$ cat config.mk
export PLATFORM = sky130hd
export DESIGN_NAME = dbg_run_ctrl
export DESIGN_NICKNAME = d
export VERILOG_FILES = /design/src/rtl/dbgrc_pkg.sv /design/src/rtl/dbgrc_select.sv /design/src/rtl/dbgrc_hart.sv /design/src/rtl/dbgrc_status.sv /design/src/rtl/dbgrc_cmd.sv /design/src/rtl/dbg_run_ctrl.sv
export SDC_FILE = /design/constraint.sdc
export NUM_CORES = 1
export LEC_CHECK = 0
export CORE_UTILIZATION = 43
export DETAILED_ROUTE_END_ITERATION = 8
export PLACE_DENSITY = 0.81
export RECOVER_POWER = 50
export SYNTH_ARGS = -nofsm -noshare
export SYNTH_HDL_FRONTEND = slang
export SYNTH_SLANG_ARGS = --single-unit
$ cat constraint.sdc
create_clock -name clk -period 4.3 [get_ports clk]
set_input_delay 0.86 -clock clk [delete_from_list [all_inputs] [get_ports clk]]
set_output_delay 0.86 -clock clk [all_outputs]
set_load 0.01 [all_outputs]
$ cat src/rtl/dbgrc_pkg.sv
package dbgrc_pkg;
    typedef enum logic { RS_IDLE, RS_WAIT } rs_state_e;
    typedef enum logic { CS_IDLE, CS_BUSY } cs_state_e;

    localparam logic [2:0] ERR_NONE   = 3'd0;
    localparam logic [2:0] ERR_BUSY   = 3'd1;
    localparam logic [2:0] ERR_NOTSUP = 3'd2;

    localparam int OFS_CTRL    = 'h00;
    localparam int OFS_STAT    = 'h04;
    localparam int OFS_MASK    = 'h08;
    localparam int OFS_CMD     = 'h0C;
    localparam int OFS_CMDSTAT = 'h10;

    localparam int MAX_SIZE = 2;
endpackage

$ cat src/rtl/dbgrc_select.sv
module dbgrc_select #(
    parameter int N      = 4,
    parameter int HSEL_W = 4
) (
    input  logic [HSEL_W-1:0] hs,
    input  logic              group_en,
    input  logic [N-1:0]      mask,
    output logic [N-1:0]      sel,
    output logic              hs_absent
);
    for (genvar i = 0; i < N; i++) begin : g_sel
        assign sel[i] = (hs == HSEL_W'(i)) | (group_en & mask[i]);
    end
    assign hs_absent = (32'(hs) >= N);
endmodule

$ cat src/rtl/dbgrc_hart.sv
module dbgrc_hart
    import dbgrc_pkg::*;
(
    input  logic clk,
    input  logic rst_n,
    input  logic sel,
    input  logic ctrl_wr,
    input  logic halt_val,
    input  logic resume_go,
    input  logic running,
    output logic halt_req,
    output logic resume_req,
    output logic ack
);
    rs_state_e state_q, state_d;
    logic      halt_q, ack_q, ack_d;

    always_comb begin
        state_d = state_q;
        ack_d   = ack_q;
        unique case (state_q)
            RS_IDLE: if (resume_go && sel) begin
                state_d = RS_WAIT;
                ack_d   = 1'b0;
            end
            RS_WAIT: if (resume_go && sel) begin
                ack_d   = 1'b0;
            end else if (running) begin
                state_d = RS_IDLE;
                ack_d   = 1'b1;
            end
            default: state_d = RS_IDLE;
        endcase
    end

    always_ff @(posedge clk or negedge rst_n) begin
        if (!rst_n) begin
            state_q <= RS_IDLE;
            ack_q   <= 1'b0;
            halt_q  <= 1'b0;
        end else begin
            state_q <= state_d;
            ack_q   <= ack_d;
            if (ctrl_wr && sel) halt_q <= halt_val;
        end
    end

    always_comb begin
        halt_req   = halt_q;
        resume_req = (state_q == RS_WAIT);
        ack        = ack_q;
    end
endmodule

$ cat src/rtl/dbgrc_status.sv
module dbgrc_status #(
    parameter int N = 4
) (
    input  logic [N-1:0] sel,
    input  logic         hs_absent,
    input  logic         group_en,
    input  logic [N-1:0] mask,
    input  logic [N-1:0] halted,
    input  logic [N-1:0] running,
    input  logic [N-1:0] ack,
    output logic [7:0]   flags
);
    logic all_ok;
    always_comb begin
        all_ok   = (|sel) && !hs_absent;
        flags    = '0;
        flags[0] = |(sel & halted);
        flags[1] = all_ok && ((sel & ~halted) == '0);
        flags[2] = |(sel & running);
        flags[3] = all_ok && ((sel & ~running) == '0);
        flags[4] = hs_absent;
        flags[5] = hs_absent && !(group_en && (|mask));
        flags[6] = |(sel & ack);
        flags[7] = all_ok && ((sel & ~ack) == '0);
    end
endmodule

$ cat src/rtl/dbgrc_cmd.sv
module dbgrc_cmd
    import dbgrc_pkg::*;
(
    input  logic        clk,
    input  logic        rst_n,
    input  logic        cmd_wr,
    input  logic        stat_wr,
    input  logic [31:0] wdata,
    input  logic        done,
    output logic        valid,
    output logic        busy,
    output logic [2:0]  err,
    output logic        f_write,
    output logic        f_xfer,
    output logic [2:0]  f_size,
    output logic [15:0] f_regno
);
    cs_state_e   state_q, state_d;
    logic [2:0]  err_q, err_d;
    logic        load;
    logic        wx;
    logic [2:0]  wsize;
    logic        wr_q, xfer_q;
    logic [2:0]  size_q;
    logic [15:0] regno_q;

    assign wx    = wdata[17];
    assign wsize = wdata[22:20];

    always_comb begin
        state_d = state_q;
        err_d   = err_q;
        load    = 1'b0;
        unique case (state_q)
            CS_IDLE: if (cmd_wr && err_q == ERR_NONE) begin
                if (wx && 32'(wsize) > MAX_SIZE) begin
                    err_d = ERR_NOTSUP;
                end else begin
                    load    = 1'b1;
                    state_d = CS_BUSY;
                end
            end
            CS_BUSY: begin
                if (cmd_wr && err_q == ERR_NONE) err_d = ERR_BUSY;
                if (done) state_d = CS_IDLE;
            end
            default: state_d = CS_IDLE;
        endcase
        if (stat_wr) err_d = err_d & ~wdata[3:1];
    end

    always_ff @(posedge clk or negedge rst_n) begin
        if (!rst_n) begin
            state_q <= CS_IDLE;
            err_q   <= ERR_NONE;
            wr_q    <= 1'b0;
            xfer_q  <= 1'b0;
            size_q  <= '0;
            regno_q <= '0;
        end else begin
            state_q <= state_d;
            err_q   <= err_d;
            if (load) begin
                wr_q    <= wdata[16];
                xfer_q  <= wx;
                size_q  <= wx ? wsize : 3'd0;
                regno_q <= wx ? wdata[15:0] : 16'd0;
            end
        end
    end

    always_comb begin
        valid   = (state_q == CS_BUSY);
        busy    = valid;
        err     = err_q;
        f_write = wr_q;
        f_xfer  = xfer_q;
        f_size  = size_q;
        f_regno = regno_q;
    end
endmodule

$ cat src/rtl/dbg_run_ctrl.sv
module dbg_run_ctrl
    import dbgrc_pkg::*;
#(
    parameter int N      = 4,
    parameter int HSEL_W = 4,
    parameter int ADDR_W = 8
) (
    input  logic              clk,
    input  logic              rst_n,
    input  logic              psel,
    input  logic              penable,
    input  logic              pwrite,
    input  logic [ADDR_W-1:0] paddr,
    input  logic [31:0]       pwdata,
    output logic [31:0]       prdata,
    input  logic [N-1:0]      hart_halted,
    input  logic [N-1:0]      hart_running,
    output logic [N-1:0]      halt_req,
    output logic [N-1:0]      resume_req,
    output logic              cmd_valid,
    output logic              cmd_write,
    output logic              cmd_xfer,
    output logic [2:0]        cmd_size,
    output logic [15:0]       cmd_regno,
    input  logic              cmd_done
);
    localparam int HS_LSB = 8;

    logic              wr_strobe, rd_phase;
    logic              hit_ctrl, hit_stat, hit_mask, hit_cmd, hit_cstat;
    logic              wr_ctrl, wr_mask, wr_cmd, wr_cstat;
    logic [HSEL_W-1:0] hs_q, hs_eff;
    logic              group_q, group_eff;
    logic [N-1:0]      mask_q;
    logic [N-1:0]      sel;
    logic              hs_absent;
    logic              resume_go;
    logic [N-1:0]      ack;
    logic [7:0]        flags;
    logic              busy;
    logic [2:0]        err;

    assign wr_strobe = psel && penable && pwrite;
    assign rd_phase  = psel && !pwrite;
    assign hit_ctrl  = (paddr == ADDR_W'(OFS_CTRL));
    assign hit_stat  = (paddr == ADDR_W'(OFS_STAT));
    assign hit_mask  = (paddr == ADDR_W'(OFS_MASK));
    assign hit_cmd   = (paddr == ADDR_W'(OFS_CMD));
    assign hit_cstat = (paddr == ADDR_W'(OFS_CMDSTAT));
    assign wr_ctrl   = wr_strobe && hit_ctrl;
    assign wr_mask   = wr_strobe && hit_mask;
    assign wr_cmd    = wr_strobe && hit_cmd;
    assign wr_cstat  = wr_strobe && hit_cstat;

    assign resume_go = wr_ctrl && pwdata[2] && !pwdata[1];

    // A control write acts on the selection it carries.
    assign hs_eff    = wr_ctrl ? pwdata[HS_LSB +: HSEL_W] : hs_q;
    assign group_eff = wr_ctrl ? pwdata[3] : group_q;

    always_ff @(posedge clk or negedge rst_n) begin
        if (!rst_n) begin
            hs_q    <= '0;
            group_q <= 1'b0;
        end else if (wr_ctrl) begin
            hs_q    <= pwdata[HS_LSB +: HSEL_W];
            group_q <= pwdata[3];
        end
    end

    if (N > 1) begin : g_mask
        always_ff @(posedge clk or negedge rst_n) begin
            if (!rst_n)       mask_q <= '0;
            else if (wr_mask) mask_q <= pwdata[N-1:0];
        end
    end else begin : g_nomask
        assign mask_q = '0;
    end

    dbgrc_select #(.N(N), .HSEL_W(HSEL_W)) u_sel (
        .hs        (hs_eff),
        .group_en  (group_eff),
        .mask      (mask_q),
        .sel       (sel),
        .hs_absent (hs_absent)
    );

    for (genvar i = 0; i < N; i++) begin : g_hart
        dbgrc_hart u_hart (
            .clk        (clk),
            .rst_n      (rst_n),
            .sel        (sel[i]),
            .ctrl_wr    (wr_ctrl),
            .halt_val   (pwdata[1]),
            .resume_go  (resume_go),
            .running    (hart_running[i]),
            .halt_req   (halt_req[i]),
            .resume_req (resume_req[i]),
            .ack        (ack[i])
        );
    end

    dbgrc_status #(.N(N)) u_stat (
        .sel       (sel),
        .hs_absent (hs_absent),
        .group_en  (group_eff),
        .mask      (mask_q),
        .halted    (hart_halted),
        .running   (hart_running),
        .ack       (ack),
        .flags     (flags)
    );

    dbgrc_cmd u_cmd (
        .clk     (clk),
        .rst_n   (rst_n),
        .cmd_wr  (wr_cmd),
        .stat_wr (wr_cstat),
        .wdata   (pwdata),
        .done    (cmd_done),
        .valid   (cmd_valid),
        .busy    (busy),
        .err     (err),
        .f_write (cmd_write),
        .f_xfer  (cmd_xfer),
        .f_size  (cmd_size),
        .f_regno (cmd_regno)
    );

    always_comb begin
        prdata = '0;
        if (rd_phase) begin
            if (hit_ctrl) begin
                prdata[3]                = group_q;
                prdata[HS_LSB +: HSEL_W] = hs_q;
            end else if (hit_stat) begin
                prdata[7:0] = flags;
            end else if (hit_mask) begin
                prdata[N-1:0] = mask_q;
            end else if (hit_cstat) begin
                prdata[0]   = busy;
                prdata[3:1] = err;
            end
        end
    end
endmodule

# Yosys cells after proc, flatten, opt, wreduce, memory -nomap -nowiden
# Cells that the tools add are included.
[classes]
order_cmp = 2
n_eq_ne = 15
mux = 55
bitwise_logic = 24
reduce_logical = 44
[ops]
columns = ["operator", "n"]
rows = [
  ["$mux 1", 30],
  ["$mux 4", 7],
  ["$logic_and 1x1->1", 25],
  ["$and 4x4->4", 6],
  ["$reduce_or 4->1", 5],
  ["$mux 3", 6],
  ["$pmux 1 s2", 9],
  ["$eq 8x4->1 const B", 2],
  ["$logic_not 4->1", 4],
  ["$mux 16", 1],
  ["$mux 12", 1],
  ["$ne 3x3->1 const B", 4],
  ["$not 4->4", 3],
  ["$eq 4x2->1 const B", 2],
  ["$eq 8x3->1 const B", 1],
  ["$eq 8x5->1 const B", 1],
  ["$logic_not 8->1", 1],
  ["$ne 2x1->1 const B", 4],
  ["$reduce_and 2->1", 4],
  ["$pmux 3 s2", 1],
  ["$not 1->1", 5],
  ["$and 1x1->1", 4],
  ["$eq 4x1->1 const B", 1],
  ["$ge 4x3->1 const B", 1],
  ["other kinds (6)", 12],
]
[totals]
reg_bits = 46
input_bits = 54
out_inout_bits = 62
elab_cells = 161

# Longest topological paths before layout
# Gate-level depths: netlist (run 1).
[logic_depth]
word_depth = 12
ltp_mapped = 7
mapped_depth_nobuf = 6

# Hierarchy
# From an unflattened synthesis (run 1), not the netlist that was laid out.
[hier_totals]
hier_cells = 272
hier_area_um2 = 2701.3
[modules_own_cells]
columns = ["module", "n_inst", "cells_each", "area_per_inst_um2", "seq_area_each_um2"]
rows = [
  ["dbgrc_cmd", 1, 99, 1104.8, 625.6],
  ["dbg_run_ctrl", 1, 97, 899.6, 225.2],
  ["dbgrc_hart", 4, 10, 116.4, 75.1],
  ["dbgrc_status", 1, 27, 163.9, 0.0],
  ["dbgrc_select", 1, 9, 67.6, 0.0],
]

# Worst setup path before layout (run 1)
# No wires, ideal clock.
[synth_timing]
kind = "input to output"
from = "in paddr[3]"
to = "out prdata[7]"
t_arrival_ns = 3.163
required_time_ns = 3.440
slack_ns = 0.277
stages = 7
path_buffers = 1
cell_sequence = "or4_4 -> o31a_1 -> or2_1 -> buf_6 -> a221o_1 -> a222oi_1 -> nor4bb_1"
[synth_via]
elab_chain_cells = 11
elab_cells_between_ends = 27
cone_classes = "order compare: 1; eq/ne: 4; mux: 5; bitwise: 9; reduce/logical: 8"
[synth_rtl]
columns = ["element", "line", "text"]
rows = [
  ["from (decl)", "dbg_run_ctrl.sv:13", "input logic [ADDR_W-1:0] paddr,"],
  ["$logic_not 8->1 *", "dbg_run_ctrl.sv:45", "assign hit_ctrl = (paddr == ADDR_W'(OFS_CTRL));"],
  ["$logic_and 1x1->1 *", "dbg_run_ctrl.sv:50", "assign wr_ctrl = wr_strobe && hit_ctrl;"],
  ["$mux 1 *", "--", ""],
  ["via group_eff", "dbg_run_ctrl.sv:33", "logic group_q, group_eff;"],
  ["$and 1x1->1", "dbgrc_select.sv:12", "assign sel[i] = (hs == HSEL_W'(i)) | (group_en & mask[i]);"],
  ["$or 1x1->1", "dbgrc_select.sv:12", ""],
  ["$and 4x4->4 or $reduce_or 4->1 (tied branches)", "dbgrc_status.sv:24, dbgrc_status.sv:15", ""],
  ["$logic_not 4->1 or $logic_and 1x1->1 (tied branches)", "dbgrc_status.sv:24, dbgrc_status.sv:15", ""],
  ["$logic_and 1x1->1 *", "dbgrc_status.sv:24", "flags[7] = all_ok && ((sel & ~ack) == '0);"],
  ["$mux 4 *", "dbg_run_ctrl.sv:136", "end else if (hit_stat) begin"],
  ["$mux 4 *", "dbg_run_ctrl.sv:133", "if (hit_ctrl) begin"],
  ["$mux 12 *", "dbg_run_ctrl.sv:132", "if (rd_phase) begin"],
  ["to (decl)", "dbg_run_ctrl.sv:15", "output logic [31:0] prdata,"],
]
# The timed path passes the listed nets; every way through them passes the cells marked *.

# Worst setup path after layout (run 1)
[layout_timing]
from = "in paddr[2]"
to = "out prdata[0]"
[layout_via]
elab_chain_cells = 10
elab_cells_between_ends = 26
cone_classes = "eq/ne: 6; mux: 7; bitwise: 9; reduce/logical: 4"
[layout_rtl]
columns = ["element", "line", "text"]
rows = [
  ["$logic_not 8->1", "dbg_run_ctrl.sv:45", ""],
  ["$logic_and 1x1->1", "dbg_run_ctrl.sv:50", ""],
  ["$mux 4 or $mux 1 (tied branches)", "--", ""],
  ["$eq 4x1->1 (tied with other cells)", "dbgrc_select.sv:12", ""],
  ["$or 1x1->1", "dbgrc_select.sv:12", ""],
  ["$and 4x4->4", "dbgrc_status.sv:17", "flags[0] = |(sel & halted);"],
  ["$reduce_or 4->1", "dbgrc_status.sv:17", ""],
  ["$mux 4", "dbg_run_ctrl.sv:136", ""],
  ["$mux 3 *", "dbg_run_ctrl.sv:133", ""],
  ["$mux 12 *", "dbg_run_ctrl.sv:132", ""],
]
# Mark *: on every way between the ends. The rest lies on a longest branch, timed or not.

==> metrics.txt, run 1 <==
diodes inserted 0; via count 2569; antenna violations before repair 0; gate count after technology mapping 297; area of the multi-input gates 1310 um2; Area after DPL 3720 um2; crit path cell chain dlygate4sd2_1 -> or4_4 -> o31a_1 -> or2_4 -> a211o_4 -> a222oi_1 -> a211oi_1 -> buf_2; Worst Clk Skew 7.92 ps; clock insertion delay at the later pin of the skew report 300 ps; Ports 116; Chip Height 81.2 um; Hold-fix buffers, CTS 0; CTS H-tree lvls 2; YS warnings 0; Hold Fails Final Rpt 0; required time of the critical path 3440 ps; row cnt 28; pwr/cell area 233 nW/um2; cell with the largest stage delay on the worst path or4_4; final cell count without fillers 484; CP arrival 3390 ps; remaining antenna violation count 0; vias in the first global route 2470; Layout Cell Area excl Fill 3860 um2; VDD IR max 0.183 mV; register area 1150 um2; Fin Setup TNS 0 ps; Crit Path Category input port to primary output; layout cells sized above 1 0.200; Final Hold Slack 513 ps; Final Setup Violations 0; register area share after synthesis 0.427; Synth-to-Final Area Change 43.0%; CTS Buf Count 5; GRT Util Overall 0.238; Cell variety after synth 53; Finished Core Util 0.644; min cycle time layout 4250 ps; CTS sink count 46; crit share post-route 0.989; first-pass GRT wire length 11900 um; grt ovf 0; fill count 528; clock slew at reported path FFs 90 ps; GP Congestion 0.861; failing checks capacitance limit, slew limit; Worst Tran Pin Value 2510 ps; critical-path maximum fanout 4; total placed cells including tap cells 475; full die area 6600 um2; EDFF count, synth 0; Core Region 5990 um2; CP max stage delay 550 ps; fmax 235 MHz; Detailed Place HPWL 5640 um; fin nets 462; class of the worst hold path register to register; Syn Std Cell Area 2700 um2; RSZ-0062 raised after global routing true; Max Cap Viol 1; root buf cell clkbuf_8; Initial DRC Count 137; Routed WL 7470 um; initial core utilization 0.451; Slew Limit Fails 47; mean post-synth cell area 9.09 um2; clock buffer depth 2; LEAKAGE 1.81 nW; largest net degree at the start of global routing 47; per-cell routed wire length 15.4 um; crit end category primary output; CTS tree yes; ys flop type dfrtp_1; DRC violations left 0; outcome complete, but fails checks; flops & latches, synth 46; fraction of registers with async set/reset 1.00; Via-to-Cell Ratio 5.31; # port buffers 84; Chip Width 81.2 um; Startpoint Class input port; relative slew slack -0.673; Pre-antenna DRT Iters 4
final cells by class:
cell class                      count  share of cell area
Inverter                           28              0.0272
Tap cell                           75              0.0243
Clock inverter                      2             0.00973
Sequential cell                    46               0.298
Clock buffer                        6              0.0188
Multi-Input combinational cell    205               0.339
Timing Repair Buffer              122               0.282
worst max-delay path, delay by kind of cell:
kind / cells / cell delay [ps]
simple gates: 2 / 830
buf+inv: 2 / 420
compound gates: 4 / 1290
cell families after synthesis:
| logic type | Yosys count | share of synthesized area |
|---|---|---|
| buf+inv | 65 | 0.135 |
| simple gates | 94 | 0.196 |
| compound gates | 76 | 0.179 |
| other cells | 1 | 0.00139 |
| flops | 46 | 0.427 |
| mux | 15 | 0.0617 |
Yosys cell counts (2+ instances only):
cell type / n / area, um2
a211oi_1: 4 / 30.0
a21boi_0: 2 / 15.0
a21o_1: 2 / 15.0
a21oi_1: 18 / 90.1
a221oi_1: 4 / 35.0
a222oi_1: 3 / 30.0
a22oi_1: 3 / 22.5
a31oi_1: 2 / 12.5
and2_1: 2 / 12.5
and3_1: 6 / 37.5
and4b_2: 2 / 22.5
buf_4: 28 / 210
buf_6: 2 / 22.5
clkbuf_1: 6 / 22.5
dfrtp_1: 46 / 1150
inv_1: 28 / 105
mux2_2: 13 / 146
mux2i_1: 2 / 20.0
nand2_1: 24 / 90.1
nand2b_1: 2 / 12.5
nand3_1: 25 / 125
nor2_1: 7 / 26.3
nor3_1: 4 / 20.0
nor3b_1: 2 / 15.0
nor4_1: 2 / 12.5
o21ai_0: 28 / 140
o221ai_1: 2 / 17.5
or4_1: 2 / 15.0
or4_4: 2 / 22.5
repair_timing:
| action | CTS | global route |
|---|---|---|
| endpoints found under the setup margin | 6 | 6 |
| pin swaps | 12 | 9 |
| gates cloned | 0 | 0 |
| endpoints found under the hold margin | 0 | 0 |
| setup buffers | 1 | 0 |
| gates resized for setup | 36 | 7 |
cells in the final DEF (no fill, tap or decap), types with 2 or more instances in the layout:
cell type	Yosys	final
and2_1	2	2
a31oi_1	2	2
dlygate4sd2_1	0	5
nand3_1	25	25
a211oi_1	4	4
or4_4	2	2
and3_1	6	6
buf_2	0	5
o21ai_0	28	27
dlymetal6s2s_1	0	2
conb_1	1	20
a22oi_1	3	3
nand2_1	24	24
dfrtp_1	46	46
nor3b_1	2	2
a221oi_1	4	3
o221ai_1	2	2
nor3_1	4	4
inv_1	28	28
clkdlybuf4s50_1	0	69
clkbuf_8	0	5
buf_4	28	38
nor4_4	0	2
or4_1	2	2
clkbuf_1	6	2
a21oi_1	18	18
mux2i_1	2	2
mux2_2	13	13
and4b_2	2	2
nor2_1	7	7
a21o_1	2	2
nand2b_1	2	2
a222oi_1	3	3
worst paths after layout:
| path | cells after the start | endpoint | from | slack [ps] |
|---|---|---|---|---|
| min reg2reg | 1 | g_hart[1].u_hart.halt_req$_DFFE_PN0P_ | g_hart[1].u_hart.halt_req$_DFFE_PN0P_ | 510 |
| max in group asynchronous | 1 | hs_q[1]$_DFF_PN0_ | rst_n | 1550 |
| min | 1 | g_hart[1].u_hart.halt_req$_DFFE_PN0P_ | g_hart[1].u_hart.halt_req$_DFFE_PN0P_ | 510 |
| max | 8 | prdata[0] | paddr[2] | 50 |
| max reg2reg | 5 | u_cmd.f_xfer$_DFFE_PN0P_ | u_cmd.err[2]$_DFF_PN0_ | 1970 |
| min in group asynchronous | 1 | hs_q[3]$_DFF_PN0_ | rst_n | 1320 |
per-stage QoR:
| step | total power [mW] | setup WS [ps] |
|---|---|---|
| finish | 0.901 | 47.2 |
| global route | 0.938 | -3.30 |
| CTS | 0.907 | 23.0 |
| detailed placement | 0.584 | -561 |
| global placement | 0.582 | -638 |
| floorplan | 0.509 | 277 |
power by group:
part / total [mW] / switching [mW] / leakage (nW) / internal [mW]
Combinational: 0.130 / 0.0641 / 1.21 / 0.0661
Clock: 0.322 / 0.149 / 0.0514 / 0.174
Sequential: 0.448 / 0.00720 / 0.542 / 0.441
sequential cells by signal, indices dropped and copies added, names as in the netlist, 3 cells and up:
name / cells
u_cmd.err: 3
u_cmd.f_regno: 16
u_cmd.f_size: 3
g_hart.u_hart.ack: 4
g_hart.u_hart.resume_req: 4
mask_q: 4
hs_q: 4
g_hart.u_hart.halt_req: 4
routing by layer:
layer  wire length, um  share of wire  global-route usage  up-vias
li1                  -              -                   -     1234
met1              3220           0.43               0.317     1236
met4                59         0.0079              0.0714        0
met3               508          0.068              0.0449        6
met5                 0              0                   0        -
met2              3680           0.49               0.392       93
(Power assumes the default switching activity.)
==> run 2, diff against run 1 <==
--- a/config.mk
+++ b/config.mk
@@ -7,8 +7,10 @@
 export LEC_CHECK = 0
 export CORE_UTILIZATION = 43
 export DETAILED_ROUTE_END_ITERATION = 8
+export GPL_ROUTABILITY_DRIVEN = 0
 export PLACE_DENSITY = 0.81
 export RECOVER_POWER = 50
 export SYNTH_ARGS = -nofsm -noshare
 export SYNTH_HDL_FRONTEND = slang
+export SYNTH_HIERARCHICAL = 1
 export SYNTH_SLANG_ARGS = --single-unit
==> run 2 against run 1 <==
The run still ends with capacitance limit, slew limit left. Design area shrank 0.32%. Clock skew increased by 1.7 ps. Register-to-register slack improved by 310 ps. First-iteration DRC count is 2.9% higher. Sequential power hardly changed. Core utilization decreased by 0.21 points. Worst hold slack worse by 9.4 ps. Highest routed layer unchanged.
==> metrics.txt, run 2 <==
CP max stage delay 380 ps; Initial DRC Count 141; Chip Width 81.3 um; gate count after technology mapping 272; Ports 116; mean post-synth cell area 9.93 um2; Detailed Place HPWL 5000 um; CTS H-tree lvls 2; YS warnings 6; global route hottest layer met2; most frequent cells in the layout 52 x clkdlybuf4s50_1, 46 x dfrtp_1, 33 x inv_1, 30 x nand2_1, 30 x buf_4; per-cell routed wire length 15.0 um; CP arrival 3300 ps; # port buffers 84; Core Region 5990 um2; crit end category primary output; initial core utilization 0.451; cell taking the most area after synthesis dfrtp_1; final cell count without fillers 461; required time of the critical path 3440 ps; crit path cell chain dlygate4sd2_1 -> nor4_4 -> nand3_4 -> mux2_4 -> o41ai_4 -> buf_4 -> o41ai_4 -> buf_4 -> nor3_2 -> inv_1 -> a221oi_2 -> buf_2; diodes inserted 0; synth cell count leaders 46 x dfrtp_1, 33 x inv_1, 31 x nand2_1; register area share after synthesis 0.426; total placed cells including tap cells 449; Comb pwr share 0.154; critical-path maximum fanout 5; M2 GR Usage 0.372; Slew Limit Fails 47; Hold Crit Depth 1; largest cells by area after synthesis dfrtp_1 43%, mux2i_1 6.7%, buf_4 6.4%; Final Setup Violations 0; internal cell power 0.622 mW; CTS tree yes; failing checks capacitance limit, slew limit; Pre-antenna DRT Iters 4; Max Cap Viol 1; Hold Fails Final Rpt 0; row cnt 28; M3 GR Usage 0.0551; Chip Height 81.3 um; VDD IR max 0.203 mV; fraction of registers with async set/reset 1.00; DRC violations left 0; ys flop type dfrtp_1; full die area 6600 um2; Via-to-Cell Ratio 5.14; fin nets 439; r2r endpoint u_cmd/f_regno[6]$_DFFE_PN0P_; Routed WL 6930 um; cells on worst reg2reg path 4; Worst Clk Skew 9.63 ps; max FFs per register 16; CTS Buf Count 5; pwr/cell area 222 nW/um2; class of the worst hold path register to register; flops & latches, synth 46; remaining antenna violation count 0; grt ovf 0; vias in the first global route 2341; relative slew slack -0.636; GRT Util Overall 0.219; Net Sw Frac 0.272; crit share post-route 0.968; Crit Path Category input port to primary output; cell with the largest stage delay on the worst path o41ai_4; FF-to-FF setup slack 2280 ps; worst hold start u_cmd/f_size[2]$_DFFE_PN0P_; clock network power share 0.324; setup ws final 138 ps; Synth-to-Final Area Change 42.4%; CTS sink count 46; Final Hold Slack 504 ps; Syn Std Cell Area 2700 um2; Flop pwr share 0.522; root buf cell clkbuf_8; first-pass GRT wire length 11000 um; LEAKAGE 1.83 nW; Cell variety after synth 45; clock insertion delay at the later pin of the skew report 310 ps; fill count 507; clock slew at reported path FFs 90 ps; antenna violations before repair 0; Worst Tran Pin Value 2450 ps; layout cells sized above 1 0.212; Hold Path End u_cmd/f_size[2]$_DFFE_PN0P_; min cycle time layout 4160 ps; most frequent cell after synthesis dfrtp_1; fmax 240 MHz; met1 usage 0.272; share of the synthesized area in the top cell type 0.426; via count 2371; outcome complete, but fails checks; clock buffer depth 2; worst reg2reg startpoint u_cmd/err[1]$_DFF_PN0_; commonest non-fill, non-tap cell in the layout clkdlybuf4s50_1; largest net degree at the start of global routing 47; Net Switching 0.233 mW; EDFF count, synth 0; Finished Core Util 0.642; Setup WS pre-CTS -511 ps; Startpoint Class input port
[run 2: cell types whose count changed after synthesis, moves of 5 or more]
cell	previous run	this run
and2_1	2	9
inv_1	28	33
buf_4	28	23
mux2i_1	2	18
nand4_1	1	6
o22ai_1	1	6
o21ai_0	28	5
a21oi_1	18	12
nand3_1	25	3
nand2_1	24	31
[run 2: cells by family after synthesis]
logic type | count (synthesis) | synth area share
DFF | 46 | 0.426
muxes | 33 | 0.135
AOI/OAI and AO/OA | 48 | 0.135
other | 1 | 0.00139
and+or+nand+nor | 81 | 0.175
buffers and inverters | 63 | 0.128
[run 2: per-layer routing]
layer	routed length, um	vias to the layer above
met5	0	-
met4	84	0
met3	364	10
met2	3480	90
met1	3000	1142
li1	-	1129
[run 2: final cells by class]
cell class                 instances  area (um2)  area share
clock inverter                     3        23.8     0.00618
inverter                          34         128      0.0332
sequential                        46        1150       0.299
tap                               75        93.8      0.0244
timing repair buffer             116        1030       0.267
multi-input combinational        182        1350       0.352
clock buffer                       5        68.8      0.0179
[run 2: worst max-delay path by stage]
| stage | start | end | slack (ps) | cells after the start |
|---|---|---|---|---|
| 2_1_floorplan | paddr[2] | prdata[1] | 130 | 9 |
| 5_1_grt | paddr[4] | prdata[1] | -8 | 13 |
| 3_5_place_dp | paddr[3] | prdata[2] | -510 | 12 |
| 3_3_place_gp | paddr[3] | prdata[1] | -540 | 11 |
| 6_report | paddr[0] | prdata[1] | 140 | 12 |
| 4_1_cts | pwrite | prdata[1] | -2 | 12 |
[run 2: power groups by stage]
stage / clock, mW / combinational, mW / sequential, mW
CTS: 0.284 / 0.133 / 0.446
finish: 0.277 / 0.132 / 0.446
global route: 0.310 / 0.145 / 0.447
detailed placement: 0 / 0.130 / 0.455
global placement: 0 / 0.126 / 0.454
floorplan: 0 / 0.0610 / 0.455
[run 2: what timing repair did]
action                     in CTS  in global routing
hold buffers                    0                  0
setup endpoints to repair       6                  5
cloned                          0                  0
resized for setup              31                 19
pin swaps                       8                  7
hold endpoints to repair        0                  0
setup buffers                   4                  1
[run 2: worst max-delay path, delay by kind of cell]
family | cells | cell delay, ps
buffers and inverters | 5 | 830
AO/OA/AOI/OAI | 3 | 700
AND/OR/NAND/NOR | 3 | 540
multiplexers | 1 | 360
[run 2: per-stage QoR]
| step | power [mW] | setup TNS [ps] | area (um2) |
|---|---|---|---|
| 3_5_place_dp | 0.585 | -2770 | 3690 |
| 2_1_floorplan | 0.516 | 0 | 2770 |
| 5_1_grt | 0.903 | -7.84 | 3850 |
| 6_report | 0.855 | 0 | 3850 |
| 3_3_place_gp | 0.581 | -2710 | 3690 |
| 4_1_cts | 0.863 | -2.05 | 3850 |
==> run 3, diff against run 2 <==
--- a/config.mk
+++ b/config.mk
@@ -5,10 +5,10 @@
 export SDC_FILE = /design/constraint.sdc
 export NUM_CORES = 1
 export LEC_CHECK = 0
-export CORE_UTILIZATION = 43
+export CORE_UTILIZATION = 46
 export DETAILED_ROUTE_END_ITERATION = 8
 export GPL_ROUTABILITY_DRIVEN = 0
-export PLACE_DENSITY = 0.81
+export PLACE_DENSITY = 0.86
 export RECOVER_POWER = 50
 export SYNTH_ARGS = -nofsm -noshare
 export SYNTH_HDL_FRONTEND = slang
==> constraint.sdc (replaced) <==
create_clock -name clk -period 5 [get_ports clk]
set_input_delay 1 -clock clk [delete_from_list [all_inputs] [get_ports clk]]
set_output_delay 1 -clock clk [all_outputs]
set_load 0.01 [all_outputs]
==> run 3 against run 2 <==
The run ends with capacitance limit, slew limit, setup timing left. Sequential share of layout area about the same. Combinational power decreased by 14%. Highest routed layer unchanged. Global-route usage increased by 0.11 points. Largest cell class unchanged. Critical path depth decreased by 1. Worst hold slack improved by 9.1 ps. Clock skew decreased by 5.9 ps. Total power decreased by 7.4%. Sequential power decreased by 14%. Critical path type unchanged. Register-to-register slack improved by 490 ps. Worst setup slack got worse by 210 ps.
==> metrics.txt, run 3 (same netlist as run 2, synthesis figures left out) <==
max FFs per register 16; Layout Cell Area excl Fill 3840 um2; antenna violations before repair 0; layout cells sized above 1 0.178; first-pass GRT wire length 10700 um; root buf cell clkbuf_8; Area after DPL 3680 um2; r2r endpoint u_cmd/f_regno[11]$_DFFE_PN0P_; CTS tree yes; critical-path maximum fanout 6; Core Region 5570 um2; failing checks capacitance limit, slew limit, setup timing; largest net degree at the start of global routing 47; remaining antenna violation count 0; Crit Path Category input port to primary output; Critical Path Sink prdata[7]; Final Hold Slack 513 ps; cells on worst reg2reg path 4; RSZ-0062 raised after global routing true; Pre-antenna DRT Iters 4; Max Cap Viol 1; clock insertion delay at the later pin of the skew report 300 ps; Final Setup Violations 1; Worst Tran Pin Value 2450 ps; Slew Limit Fails 47; pwr/cell area 206 nW/um2; diodes inserted 0; via count 2347; Synth-to-Final Area Change 42.3%; Initial DRC Count 166; CTS sink count 46; Finished Core Util 0.690; row cnt 27; relative slew slack -0.633; FF-to-FF setup slack 2770 ps; fmax 197 MHz; Worst Clk Skew 3.73 ps; clock buffer depth 2; DRC violations left 0; GRT Util Overall 0.220; Ports 116; Chip Width 78.6 um; required time of the critical path 4000 ps; CTS Buf Count 5; min cycle time layout 5070 ps; Detailed Place HPWL 4910 um; Startpoint Class input port; outcome complete, but fails checks; worst reg2reg startpoint u_cmd/err[1]$_DFF_PN0_; Setup WS pre-CTS -154 ps; vias in the first global route 2342; Hold-fix buffers, CTS 0; Routed WL 6740 um; grt ovf 0; VDD IR max 0.156 mV; # port buffers 84; CTS H-tree lvls 2; class of the worst hold path register to register; initial core utilization 0.485; commonest non-fill, non-tap cell in the layout clkdlybuf4s50_1; setup ws final -70.5 ps; Via-to-Cell Ratio 5.17; clock slew at reported path FFs 90 ps; CP startpoint paddr[3]; Final Power 0.792 mW; crit share post-route 1.01; fin nets 435; full die area 6180 um2; LEAKAGE 1.85 nW; per-cell routed wire length 14.8 um; most frequent cells in the layout 79 x clkdlybuf4s50_1, 46 x dfrtp_1, 33 x inv_1, 30 x nand2_1, 28 x buf_4; crit end category primary output; CP arrival 4070 ps; fill count 432; Chip Height 78.6 um; Hold Fails Final Rpt 0
-- run 3: changes by cell type in the layout (fill, tap and decap cells not counted), moves of 4 or more --
cell / change
dlygate4sd2_1: -4
clkdlybuf4s50_1: +27
mux2_2: +4
dlygate4sd3_1: -14
clkbuf_2: -6
mux2_4: -4
-- run 3: layout make-up --
type / count / area [um2] / area share
tap: 72 / 90.1 / 0.0234
inverter: 34 / 128 / 0.0332
timing repair buffer: 112 / 1050 / 0.273
sequential: 46 / 1150 / 0.299
multi-input combinational: 182 / 1310 / 0.340
clock inverter: 3 / 48.8 / 0.0127
clock buffer: 5 / 68.8 / 0.0179
-- run 3: worst min path at each step --
stage	cells after the start	slack [ps]	start	to
floorplan	1	510	mask_q[1]$_DFFE_PN0P_	mask_q[1]$_DFFE_PN0P_
global placement	1	480	u_cmd/f_size[2]$_DFFE_PN0P_	u_cmd/f_size[2]$_DFFE_PN0P_
detailed placement	1	490	u_cmd/f_size[2]$_DFFE_PN0P_	u_cmd/f_size[2]$_DFFE_PN0P_
CTS	1	520	u_cmd/f_size[2]$_DFFE_PN0P_	u_cmd/f_size[2]$_DFFE_PN0P_
global route	1	540	g_hart[0].u_hart/halt_req$_DFFE_PN0P_	g_hart[0].u_hart/halt_req$_DFFE_PN0P_
finish	1	510	u_cmd/f_size[2]$_DFFE_PN0P_	u_cmd/f_size[2]$_DFFE_PN0P_
-- run 3: per-stage QoR --
step / TNS (ps) / cells
2_1_floorplan: 0 / 291
3_3_place_gp: -251 / 444
3_5_place_dp: -422 / 444
4_1_cts: -280 / 452
5_1_grt: -352 / 454
6_report: -70.5 / 454
-- run 3: power by group --
group | switching, mW | total [mW] | internal (mW)
registers | 0.00529 | 0.384 | 0.379
clock network | 0.141 | 0.293 | 0.152
logic | 0.0563 | 0.114 | 0.0578
-- run 3: critical path, stage by stage --
cell	delay, ps
clkdlybuf4s50_1	460
nor4_4	390
nand3_4	150
buf_4	170
mux2_2	330
a32o_2	320
o41ai_4	410
buf_4	170
nor3_1	40
and2_1	150
clkdlybuf4s50_1	470
-- run 3: timing repair --
action | CTS | global route
hold endpoints to repair | 0 | 0
gates resized for setup | 2 | 7
endpoints found under the setup margin | 5 | 6
pin swaps | 1 | 4
cloned | 0 | 0
buffers inserted | 0 | 2
-- run 3: layer usage --
| layer | global-route usage | routed length (um) | vias to the layer above | share of wire |
|---|---|---|---|---|
| met5 | 0 | 0 | - | 0 |
| met4 | 0.0537 | 74 | 0 | 0.011 |
| met3 | 0.0430 | 384 | 8 | 0.057 |
| met2 | 0.389 | 3460 | 94 | 0.51 |
| met1 | 0.275 | 2820 | 1130 | 0.42 |
| li1 | - | - | 1115 | - |
